$ cat config.mk
export PLATFORM = sky130hd
export DESIGN_NAME = cmreg_bank
export DESIGN_NICKNAME = d
export VERILOG_FILES = /design/src/rtl/cmreg_pkg.sv /design/src/rtl/cmreg_mreg.sv /design/src/rtl/cmreg_ras.sv /design/src/rtl/cmreg_dec.sv /design/src/rtl/cmreg_bank.sv
export SDC_FILE = /design/constraint.sdc
export NUM_CORES = 1
export LEC_CHECK = 0
export CORE_UTILIZATION = 45
export DETAILED_ROUTE_END_ITERATION = 12
export GPL_TIMING_DRIVEN = 0
export PLACE_DENSITY = 0.64
export SLEW_MARGIN = 20
export SYNTH_ARGS = -nofsm -noshare
export SYNTH_HDL_FRONTEND = slang
export SYNTH_SLANG_ARGS = --single-unit
$ cat constraint.sdc
create_clock -name clk -period 3.9 [get_ports clk]
set_clock_uncertainty 0.05 [all_clocks]
set_input_delay 0.585 -clock clk [delete_from_list [all_inputs] [get_ports clk]]
set_output_delay 0.585 -clock clk [all_outputs]
set_load 0.02 [all_outputs]
$ cat src/rtl/cmreg_pkg.sv
`timescale 1ns/1ps
package cmreg_pkg;

   localparam int KIND_DSP = 0;
   localparam int KIND_DEV = 1;
   localparam int KIND_USP = 2;
   localparam int KIND_T3  = 3;
   localparam int KIND_LD  = 4;
   localparam int KIND_RP  = 5;

   localparam int DW       = 32;
   localparam int NUM_SLOT = 5;

   // decoder control bit positions
   localparam int CTL_COMMIT    = 9;
   localparam int CTL_COMMITTED = 10;
   localparam int CTL_ERROR     = 11;
   localparam logic [DW-1:0] CTL_MASK = 32'h0000_13FF;
   localparam logic [DW-1:0] DEC_CAP  = 32'h0000_0310;

   // byte offsets
   localparam int OFF_TOP     = 'h00;
   localparam int OFF_SLOT0   = 'h04;
   localparam int OFF_UNC_ST  = 'h40;
   localparam int OFF_COR_ST  = 'h4C;
   localparam int OFF_RAS_CAP = 'h54;
   localparam int OFF_DEC_CAP = 'hC0;
   localparam int OFF_DEC_CTL = 'hE0;

   localparam int RAS_N = 3;
   localparam int DEC_N = 7;

   function automatic int cap_count(input int kind);
      case (kind)
         KIND_DSP, KIND_DEV:         return 2;
         KIND_USP, KIND_T3, KIND_LD: return 3;
         default:                    return 5;
      endcase
   endfunction

   function automatic bit is_device(input int kind);
      return (kind == KIND_DEV) || (kind == KIND_T3) || (kind == KIND_LD);
   endfunction

   function automatic logic [DW-1:0] top_header(input int kind);
      logic [7:0] cnt;
      cnt = 8'(cap_count(kind));
      return {cnt, 4'd1, 4'd1, 16'd1};
   endfunction

   function automatic logic [DW-1:0] slot_header(input int idx);
      logic [11:0] ptr;
      logic [3:0]  ver;
      logic [15:0] id;
      case (idx)
         0:       begin id = 16'd2; ver = 4'd2; ptr = 12'h040; end
         1:       begin id = 16'd4; ver = 4'd2; ptr = 12'h080; end
         2:       begin id = 16'd5; ver = 4'd1; ptr = 12'h0C0; end
         3:       begin id = 16'd6; ver = 4'd1; ptr = 12'h100; end
         default: begin id = 16'd8; ver = 4'd1; ptr = 12'h140; end
      endcase
      return {ptr, ver, id};
   endfunction

   // RAS writable group: 0 uncorrectable mask, 1 severity, 2 correctable mask
   function automatic int ras_off(input int i);
      case (i)
         0:       return 'h44;
         1:       return 'h48;
         default: return 'h50;
      endcase
   endfunction

   function automatic logic [DW-1:0] ras_mask(input int i);
      return (i == 2) ? 32'h0000_007F : 32'h0001_CFFF;
   endfunction

   // decoder plain masked registers (control handled separately)
   function automatic int dec_off(input int i);
      case (i)
         0:       return 'hC4;
         1:       return 'hD0;
         2:       return 'hD4;
         3:       return 'hD8;
         4:       return 'hDC;
         5:       return 'hE4;
         default: return 'hE8;
      endcase
   endfunction

   function automatic logic [DW-1:0] dec_mask(input int i, input bit dev);
      case (i)
         0:       return 32'h0000_0003;
         1, 3:    return 32'hF000_0000;
         5:       return dev ? 32'hF000_0000 : 32'hFFFF_FFFF;
         default: return 32'hFFFF_FFFF;
      endcase
   endfunction

endpackage

$ cat src/rtl/cmreg_mreg.sv
`timescale 1ns/1ps
module cmreg_mreg #(
   parameter int              W    = 32,
   parameter logic [W-1:0]    RST  = '0,
   parameter logic [W-1:0]    MASK = '1
) (
   input  logic         clk,
   input  logic         rst,
   input  logic         we,
   input  logic [W-1:0] wdata,
   output logic [W-1:0] q
);
   always_ff @(posedge clk) begin
      if (rst)     q <= RST;
      else if (we) q <= (wdata & MASK) | (q & ~MASK);
   end
endmodule

$ cat src/rtl/cmreg_ras.sv
`timescale 1ns/1ps
module cmreg_ras
   import cmreg_pkg::*;
#(
   parameter int IDX_W = 10
) (
   input  logic            clk,
   input  logic            rst,
   input  logic            we,
   input  logic [IDX_W-1:0] idx,
   input  logic [DW-1:0]   wdata,
   output logic [DW-1:0]   rd
);
   logic [DW-1:0] q   [RAS_N];
   logic [RAS_N-1:0] sel;

   for (genvar g = 0; g < RAS_N; g++) begin : g_reg
      localparam logic [DW-1:0] M = ras_mask(g);
      assign sel[g] = (idx == IDX_W'(ras_off(g) >> 2));
      cmreg_mreg #(.W(DW), .RST(M), .MASK(M)) u_reg (
         .clk(clk), .rst(rst), .we(we && sel[g]), .wdata(wdata), .q(q[g])
      );
   end

   // status and capability words read zero; only the writable group returns data
   always_comb begin
      rd = '0;
      for (int i = 0; i < RAS_N; i++)
         if (sel[i]) rd = q[i];
   end
endmodule

$ cat src/rtl/cmreg_dec.sv
`timescale 1ns/1ps
module cmreg_dec
   import cmreg_pkg::*;
#(
   parameter int IDX_W   = 10,
   parameter bit DEV_TGT = 1'b1
) (
   input  logic            clk,
   input  logic            rst,
   input  logic            we,
   input  logic [IDX_W-1:0] idx,
   input  logic [DW-1:0]   wdata,
   output logic [DW-1:0]   rd
);
   localparam logic [IDX_W-1:0] CTL_IDX = IDX_W'(OFF_DEC_CTL >> 2);
   localparam logic [IDX_W-1:0] CAP_IDX = IDX_W'(OFF_DEC_CAP >> 2);

   logic [DW-1:0]    q [DEC_N];
   logic [DEC_N-1:0] sel;
   logic [DW-1:0]    ctl_q, ctl_merge;

   for (genvar g = 0; g < DEC_N; g++) begin : g_reg
      assign sel[g] = (idx == IDX_W'(dec_off(g) >> 2));
      cmreg_mreg #(.W(DW), .RST('0), .MASK(dec_mask(g, DEV_TGT))) u_reg (
         .clk(clk), .rst(rst), .we(we && sel[g]), .wdata(wdata), .q(q[g])
      );
   end

   always_comb begin
      ctl_merge = (wdata & CTL_MASK) | (ctl_q & ~CTL_MASK);
      if (ctl_merge[CTL_COMMIT]) begin
         ctl_merge[CTL_COMMIT]    = 1'b0;
         ctl_merge[CTL_ERROR]     = 1'b0;
         ctl_merge[CTL_COMMITTED] = 1'b1;
      end
   end

   always_ff @(posedge clk) begin
      if (rst)                          ctl_q <= '0;
      else if (we && idx == CTL_IDX)    ctl_q <= ctl_merge;
   end

   always_comb begin
      rd = '0;
      if (idx == CAP_IDX) rd = DEC_CAP;
      if (idx == CTL_IDX) rd = ctl_q;
      for (int i = 0; i < DEC_N; i++)
         if (sel[i]) rd = q[i];
   end
endmodule

$ cat src/rtl/cmreg_bank.sv
`timescale 1ns/1ps
module cmreg_bank
   import cmreg_pkg::*;
#(
   parameter int COMP_KIND = KIND_T3,
   parameter int ADDR_W    = 12
) (
   input  logic              clk,
   input  logic              rst,
   input  logic              req_valid,
   input  logic              req_write,
   input  logic [ADDR_W-1:0] req_addr,
   input  logic [3:0]        req_size,
   input  logic [31:0]       req_wdata,
   output logic              rvalid,
   output logic [31:0]       rdata
);
   localparam int  IDX_W   = ADDR_W - 2;
   localparam int  NCAP    = cap_count(COMP_KIND);
   localparam bit  HAS_DEC = (NCAP >= 3);
   localparam logic [IDX_W-1:0] SLOT_LO = IDX_W'(OFF_SLOT0 >> 2);

   if (ADDR_W < 10 || ADDR_W > 32) begin : g_bad_addr
      $error("cmreg_bank: ADDR_W must lie in 10..32");
   end
   if (COMP_KIND < KIND_DSP || COMP_KIND > KIND_RP) begin : g_bad_kind
      $error("cmreg_bank: COMP_KIND out of range");
   end

   logic [IDX_W-1:0] idx;
   logic             word_ok, wr_en, rd_req;
   logic [DW-1:0]    hdr_rd, ras_rd, dec_rd, rd_mux;

   assign idx     = req_addr[ADDR_W-1:2];
   assign word_ok = (req_size == 4'd4);
   assign wr_en   = req_valid && req_write && word_ok;
   assign rd_req  = req_valid && !req_write;

   // header table: top word plus populated slots
   always_comb begin
      hdr_rd = '0;
      if (idx == IDX_W'(OFF_TOP >> 2)) hdr_rd = top_header(COMP_KIND);
      for (int s = 0; s < NUM_SLOT; s++)
         if (s < NCAP && idx == SLOT_LO + IDX_W'(s)) hdr_rd = slot_header(s);
   end

   cmreg_ras #(.IDX_W(IDX_W)) u_ras (
      .clk(clk), .rst(rst), .we(wr_en), .idx(idx), .wdata(req_wdata), .rd(ras_rd)
   );

   if (HAS_DEC) begin : g_dec
      cmreg_dec #(.IDX_W(IDX_W), .DEV_TGT(is_device(COMP_KIND))) u_dec (
         .clk(clk), .rst(rst), .we(wr_en), .idx(idx), .wdata(req_wdata), .rd(dec_rd)
      );
   end else begin : g_no_dec
      assign dec_rd = '0;
   end

   // regions do not overlap, so OR-combining is a mux
   assign rd_mux = hdr_rd | ras_rd | dec_rd;

   always_ff @(posedge clk) begin
      if (rst) begin
         rvalid <= 1'b0;
         rdata  <= '0;
      end else begin
         rvalid <= rd_req;
         if (rd_req) rdata <= word_ok ? rd_mux : '0;
      end
   end
endmodule

# Word level (Yosys, flattened, before mapping)
# Index checks and enable logic that the tools add are counted.
# Widths: inputs -> output; s select.
[word_totals]
latch_bits = 0
output_inout_bits = 33
elab_cells = 73
inputBits = 52
mem_bits_ro = 0
ff_bits = 385
ram_bits = 0
n_memories = 0
[classes]
addsub = 0
reduce_logical = 16
muxes = 18
bitwise_logic = 10
n_div = 0
n_lt_le_gt_ge = 0
shift = 0
n_mul = 0
eq_ne = 16
[ops]
columns = ["operator", "count"]
rows = [
  ["$mux 32", 13],
  ["$or 32x28->32", 3],
  ["$eq 10x6->1 const B", 9],
  ["$or 17x32->32", 2],
  ["$or 32x32->32", 2],
  ["$or 13x32->32", 1],
  ["$or 2x32->32", 1],
  ["$or 7x32->32", 1],
  ["$eq 10x5->1 const B", 3],
  ["$mux 28", 1],
  ["$mux 27", 1],
  ["$mux 26", 1],
  ["$eq 10x2->1 const B", 2],
  ["$logic_and 1x1->1", 14],
  ["$eq 10x1->1 const B", 1],
  ["$logic_not 10->1", 1],
  ["$mux 10", 1],
  ["$eq 4x3->1 const B", 1],
  ["$mux 3", 1],
  ["$logic_not 1->1", 1],
]

# Depth between registers and ports, before layout
[logic_depth]
ltp_word = 12
depth_mapped = 9
mapped_depth_nobuf = 5

# By module
# A second synthesis with hierarchy kept.
[hier_totals]
hier_cells = 1361
area_unflattened_um2 = 11876.4
[modules_own_cells]
columns = ["module", "cells_per_inst", "n_inst", "area_per_inst_um2", "seq_area_each_um2"]
rows = [
  ["cmreg_mreg at g_dec.u_dec.g_reg[2].u_reg ...", 103, 3, 1163.6, 640.6],
  ["cmreg_dec", 388, 1, 2570.0, 220.2],
  ["cmreg_bank", 159, 1, 1443.9, 660.6],
  ["cmreg_mreg at u_ras.g_reg[0].u_reg ...", 67, 2, 691.9, 300.3],
  ["cmreg_ras", 160, 1, 1168.6, 0.0],
  ["cmreg_mreg at g_dec.u_dec.g_reg[1].u_reg ...", 42, 3, 354.1, 80.1],
  ["cmreg_mreg at u_ras.g_reg[2].u_reg", 48, 1, 460.4, 140.1],
  ["cmreg_mreg at g_dec.u_dec.g_reg[0].u_reg", 37, 1, 296.5, 40.0],
]

# Least setup slack after synthesis
# Ideal clock, no wire load.
[synth_timing]
kind = "in2reg"
from = "input port req_addr[5]"
to = "register rdata[17]"
slack_ns = 1.655
path_buffers = 3
arrival_time_ns = 2.109
setup_ns = 0.086
t_required_ns = 3.764
stages = 7
cell_sequence = "buf_6 or4b_1 buf_4 nor3_4 buf_6 a22oi_1 a221oi_2"
[synth_between]
elab_chain_cells = 11
word_cells_on_any_way = 31
cone_classes = "eq/ne: 14; mux: 15; bitwise: 2"
[synth_rtl]
columns = ["element", "line_no", "source"]
rows = [
  ["start: declaration", "cmreg_bank.sv:12", "input logic [ADDR_W-1:0] req_addr,"],
  ["$eq 10x6->1", "cmreg_dec.sv:46", "if (idx == CTL_IDX) rd = ctl_q;"],
  ["$mux 32", "cmreg_dec.sv:46", ""],
  ["$mux 32 (7 in series)", "cmreg_dec.sv:48", "if (sel[i]) rd = q[i];"],
  ["$or 32x32->32 *", "cmreg_bank.sv:60", "assign rd_mux = hdr_rd | ras_rd | dec_rd;"],
  ["$mux 32 *", "cmreg_bank.sv:68", "if (rd_req) rdata <= word_ok ? rd_mux : '0;"],
  ["end signal: assignment", "cmreg_bank.sv:68", ""],
  ["end: declaration", "cmreg_bank.sv:16", "output logic [31:0] rdata"],
]
# Mark *: on every way between the ends. The rest lies on a longest branch, timed or not.
# A chain may end at the register's enable or synchronous reset.

# Final worst setup path
[layout_timing]
from = "input port req_addr[7]"
to = "register u_ras.g_reg[0].u_reg.q[5]"
[layout_between]
elab_chain_cells = 2
[layout_rtl]
columns = ["element", "line_no", "source"]
rows = [
  ["$eq 10x5->1", "cmreg_ras.sv:19", "assign sel[g] = (idx == IDX_W'(ras_off(g) >> 2));"],
  ["$logic_and 1x1->1", "cmreg_ras.sv:21", ".clk(clk), .rst(rst), .we(we && sel[g]), .wdata(wdata), .q(q[g])"],
  ["end signal: assignment", "cmreg_mreg.sv:15", "else if (we) q <= (wdata & MASK) | (q & ~MASK);"],
  ["end: declaration", "cmreg_mreg.sv:11", "output logic [W-1:0] q"],
]
# Every way passes these cells.

==> impl_metrics.json <==
{
  "crit_path_start_kind": "primary input",
  "synth-compound-area-share_pct": 19.9,
  "synthMuxAreaShare_pct": 3.12,
  "power_mw": 4.11,
  "wl_met2_um": 13000,
  "arrival_ns": 3.69,
  "worstSkewPairLatency_ns": 0.44,
  "synth_edf_count": 0,
  "wl_met1_um": 12300,
  "cts_resized": 0,
  "firstDrtPassIters": 6,
  "die_w_um": 138,
  "finalMaxSlewViolations": 0,
  "yosys.area.top_type": "dfxtp_1",
  "most-common-layout-cells": "325 x nand2_1, 191 x dfxtp_1, 106 x a21oi_1",
  "path_cells": "clkdlybuf4s50_1 > nor4b_2 > nand2_1 > nor3_2 > buf_2 > nand2_1 > nand3b_1",
  "setup_violations": 0,
  "critical_path_required_ns": 4.23,
  "grt-ovfl-total": 0,
  "crit_top_cell": "nand2_1",
  "path_max_fanout": 10,
  "synth_top_family_by_area": "simple AND/OR/NAND/NOR gates",
  "synth_top_area_share_pct": 46.1,
  "fin_util_pct": 55.5,
  "cts-htree-levels": 4,
  "clock_sinks": 191,
  "period_minus_slack_ns": 3.36,
  "drtAntennaViolNets": 0,
  "period_share_pct": 86.2,
  "irDropWorstVdd_mv": 0.403,
  "io-pin-count": 85,
  "synth_warnings": 0,
  "synth.avg_cell_area_um2": 8.22,
  "area_growth_pct": 20.5,
  "fmax_mhz": 298,
  "dominantRegCellSynth": "dfxtp_1",
  "grt_start_max_net_pins": 18,
  "hpwl_um": 20100,
  "initial_core_util_pct": 46.1,
  "routed.top_layer": "met4",
  "met3WireLength_um": 2800,
  "rsz0062_at_grt": "no",
  "gp_congestion": 0.903,
  "ys_seq_area_share_pct": 46.1,
  "ctsHoldBuffers": 0,
  "cts_buffers": 17,
  "async_reset_ff_share_pct": 0,
  "drive_above_1_share_pct": 10.5,
  "status": "complete, no violations",
  "layout_commonest_cell": "nand2_1",
  "vias": 8014,
  "cts_max_path_buffers": 2,
  "wl_um": 29200,
  "cp_slowest_stage_delay_ns": 0.86,
  "grt_pass1_wl_um": 43400,
  "io_buffers": 77,
  "hold_viol": 0,
  "fill_cells": 1731,
  "power_density_nw_per_um2": 411,
  "path_clk_slew_ns": 0.07,
  "antenna_found_initial": 0,
  "n_antenna_cell": 0,
  "syn_nets": 1062,
  "core-area_um2": 18000,
  "die-area_um2": 19000,
  "path_class": "primary input to flop",
  "die_h_um": 138,
  "setup_tns_ns": 0,
  "post_drt_wl_per_cell_um": 21.6,
  "p_leak_nw": 3.49,
  "track_usage_pct": 31.7,
  "drt_iter0_drc": 967,
  "nNetsFinal": 1158,
  "ys_ff_latch": 191,
  "end_kind": "flop",
  "post_cts_buffers": 0,
  "viasPerCell": 5.95,
  "synth_cells": 1010,
  "hold_path_class": "flop to flop",
  "slowest_stage": "nor4b_2",
  "maxCapViolCount": 0,
  "cts_tree": "done",
  "netlist_area_um2": 8300,
  "synthXorXnorAreaFrac_pct": 0,
  "r2r_setup_slack_ns": 2.51,
  "synth.distinct_cells": 55,
  "cts_root_buffer": "clkbuf_16",
  "tightest_slew_ns": 1.10,
  "grt_pass1_vias": 7200,
  "relSlewSlack_pct": 26.6,
  "yosys-top-cells-area": "dfxtp_1 46%, nand2_1 15%, a21oi_1 6.4%",
  "synthSimpleGateAreaFrac_pct": 25.5,
  "row_count": 49,
  "drc_errors": 0,
  "synthAdderAreaFrac_pct": 0
}
-- path summary, 6_finish.rpt --
path,cells after the start,start,endpoint
max,7,req_addr[7],u_ras.g_reg[0].u_reg.q[5]
min,2,rdata[27],rdata[27]
max reg2reg,4,u_ras.g_reg[0].u_reg.q[6],rdata[6]
min reg2reg,2,rdata[27],rdata[27]
-- area by class of cell --
type | count | area, um^2 | share of cell area, %
multi-input combinational | 728 | 4030 | 40.3
sequential | 191 | 3820 | 38.2
timing repair buffer | 77 | 771 | 7.70
clock buffer | 18 | 439 | 4.39
buffer | 84 | 424 | 4.24
tap | 229 | 287 | 2.86
clock inverter | 14 | 205 | 2.05
inverter | 7 | 26.3 | 0.263
-- cells by family (layout without fill, tap and decap cells) --
group | after synthesis | after routing
multiplexers | 25 | 25
AO/OA/AOI/OAI | 246 | 246
AND/OR/NAND/NOR | 457 | 457
flip-flops | 191 | 191
buffers and inverters | 91 | 200
-- synthesized netlist by cell type, drive strengths merged, types with 2 or more instances --
library cell,instances
a21oi,136
dfxtp,191
clkbuf,47
a32oi,3
nand2,325
or4b,3
nor4b,3
or3,2
or4,2
nor4,7
a311oi,2
o21ai,16
nand2b,3
o22ai,10
o2bb2ai,5
nor2b,3
nand4,4
nor2,21
nand3b,37
a221oi,18
inv,7
mux2i,18
a211oi,4
a22o,7
a31oi,3
a21o,10
nor3,14
buf,37
mux2,7
a222oi,11
nand3,21
and3,6
a22oi,18
-- flip-flops by register name, summed over array words and instances (netlist names) --
| signal | cells |
|---|---|
| g_dec.u_dec.ctl_q | 11 |
| rdata | 32 |
| g_dec.u_dec.g.u_reg.q | 110 |
| u_ras.g.u_reg.q | 37 |
| rvalid | 1 |
-- where the power goes --
group | internal, mW | total [mW] | switching [mW]
sequential | 1.95 | 1.95 | 0.000134
combinational | 0.0760 | 0.229 | 0.153
clock | 1.10 | 1.93 | 0.825
total | 3.13 | 4.11 | 0.978
-- worst max-delay path: cells and delay by family --
| family | cells | cell delay (ns) |
|---|---|---|
| AND/OR/NAND/NOR | 5 | 2.21 |
| buffers and inverters | 2 | 0.89 |
-- per-layer routing --
metal | global-route usage, % | vias up
met5 | 0 | -
met2 | 49.2 | 453
met1 | 42.0 | 3797
li1 | - | 3693
met4 | 13.3 | 0
met3 | 7.47 | 71
-- stage by stage --
step           cells  area (um^2)  setup WS (ns)  hold slack [ns]
2_1_floorplan   1010         8300           1.65            0.379
3_3_place_gp    1316         9360          0.253            0.383
3_5_place_dp    1316         9360          0.252            0.389
4_1_cts         1348        10000          0.688            0.403
5_1_grt         1348        10000          0.435            0.411
6_report        1348        10000          0.540            0.398
Power figures use the tool's default switching activity.
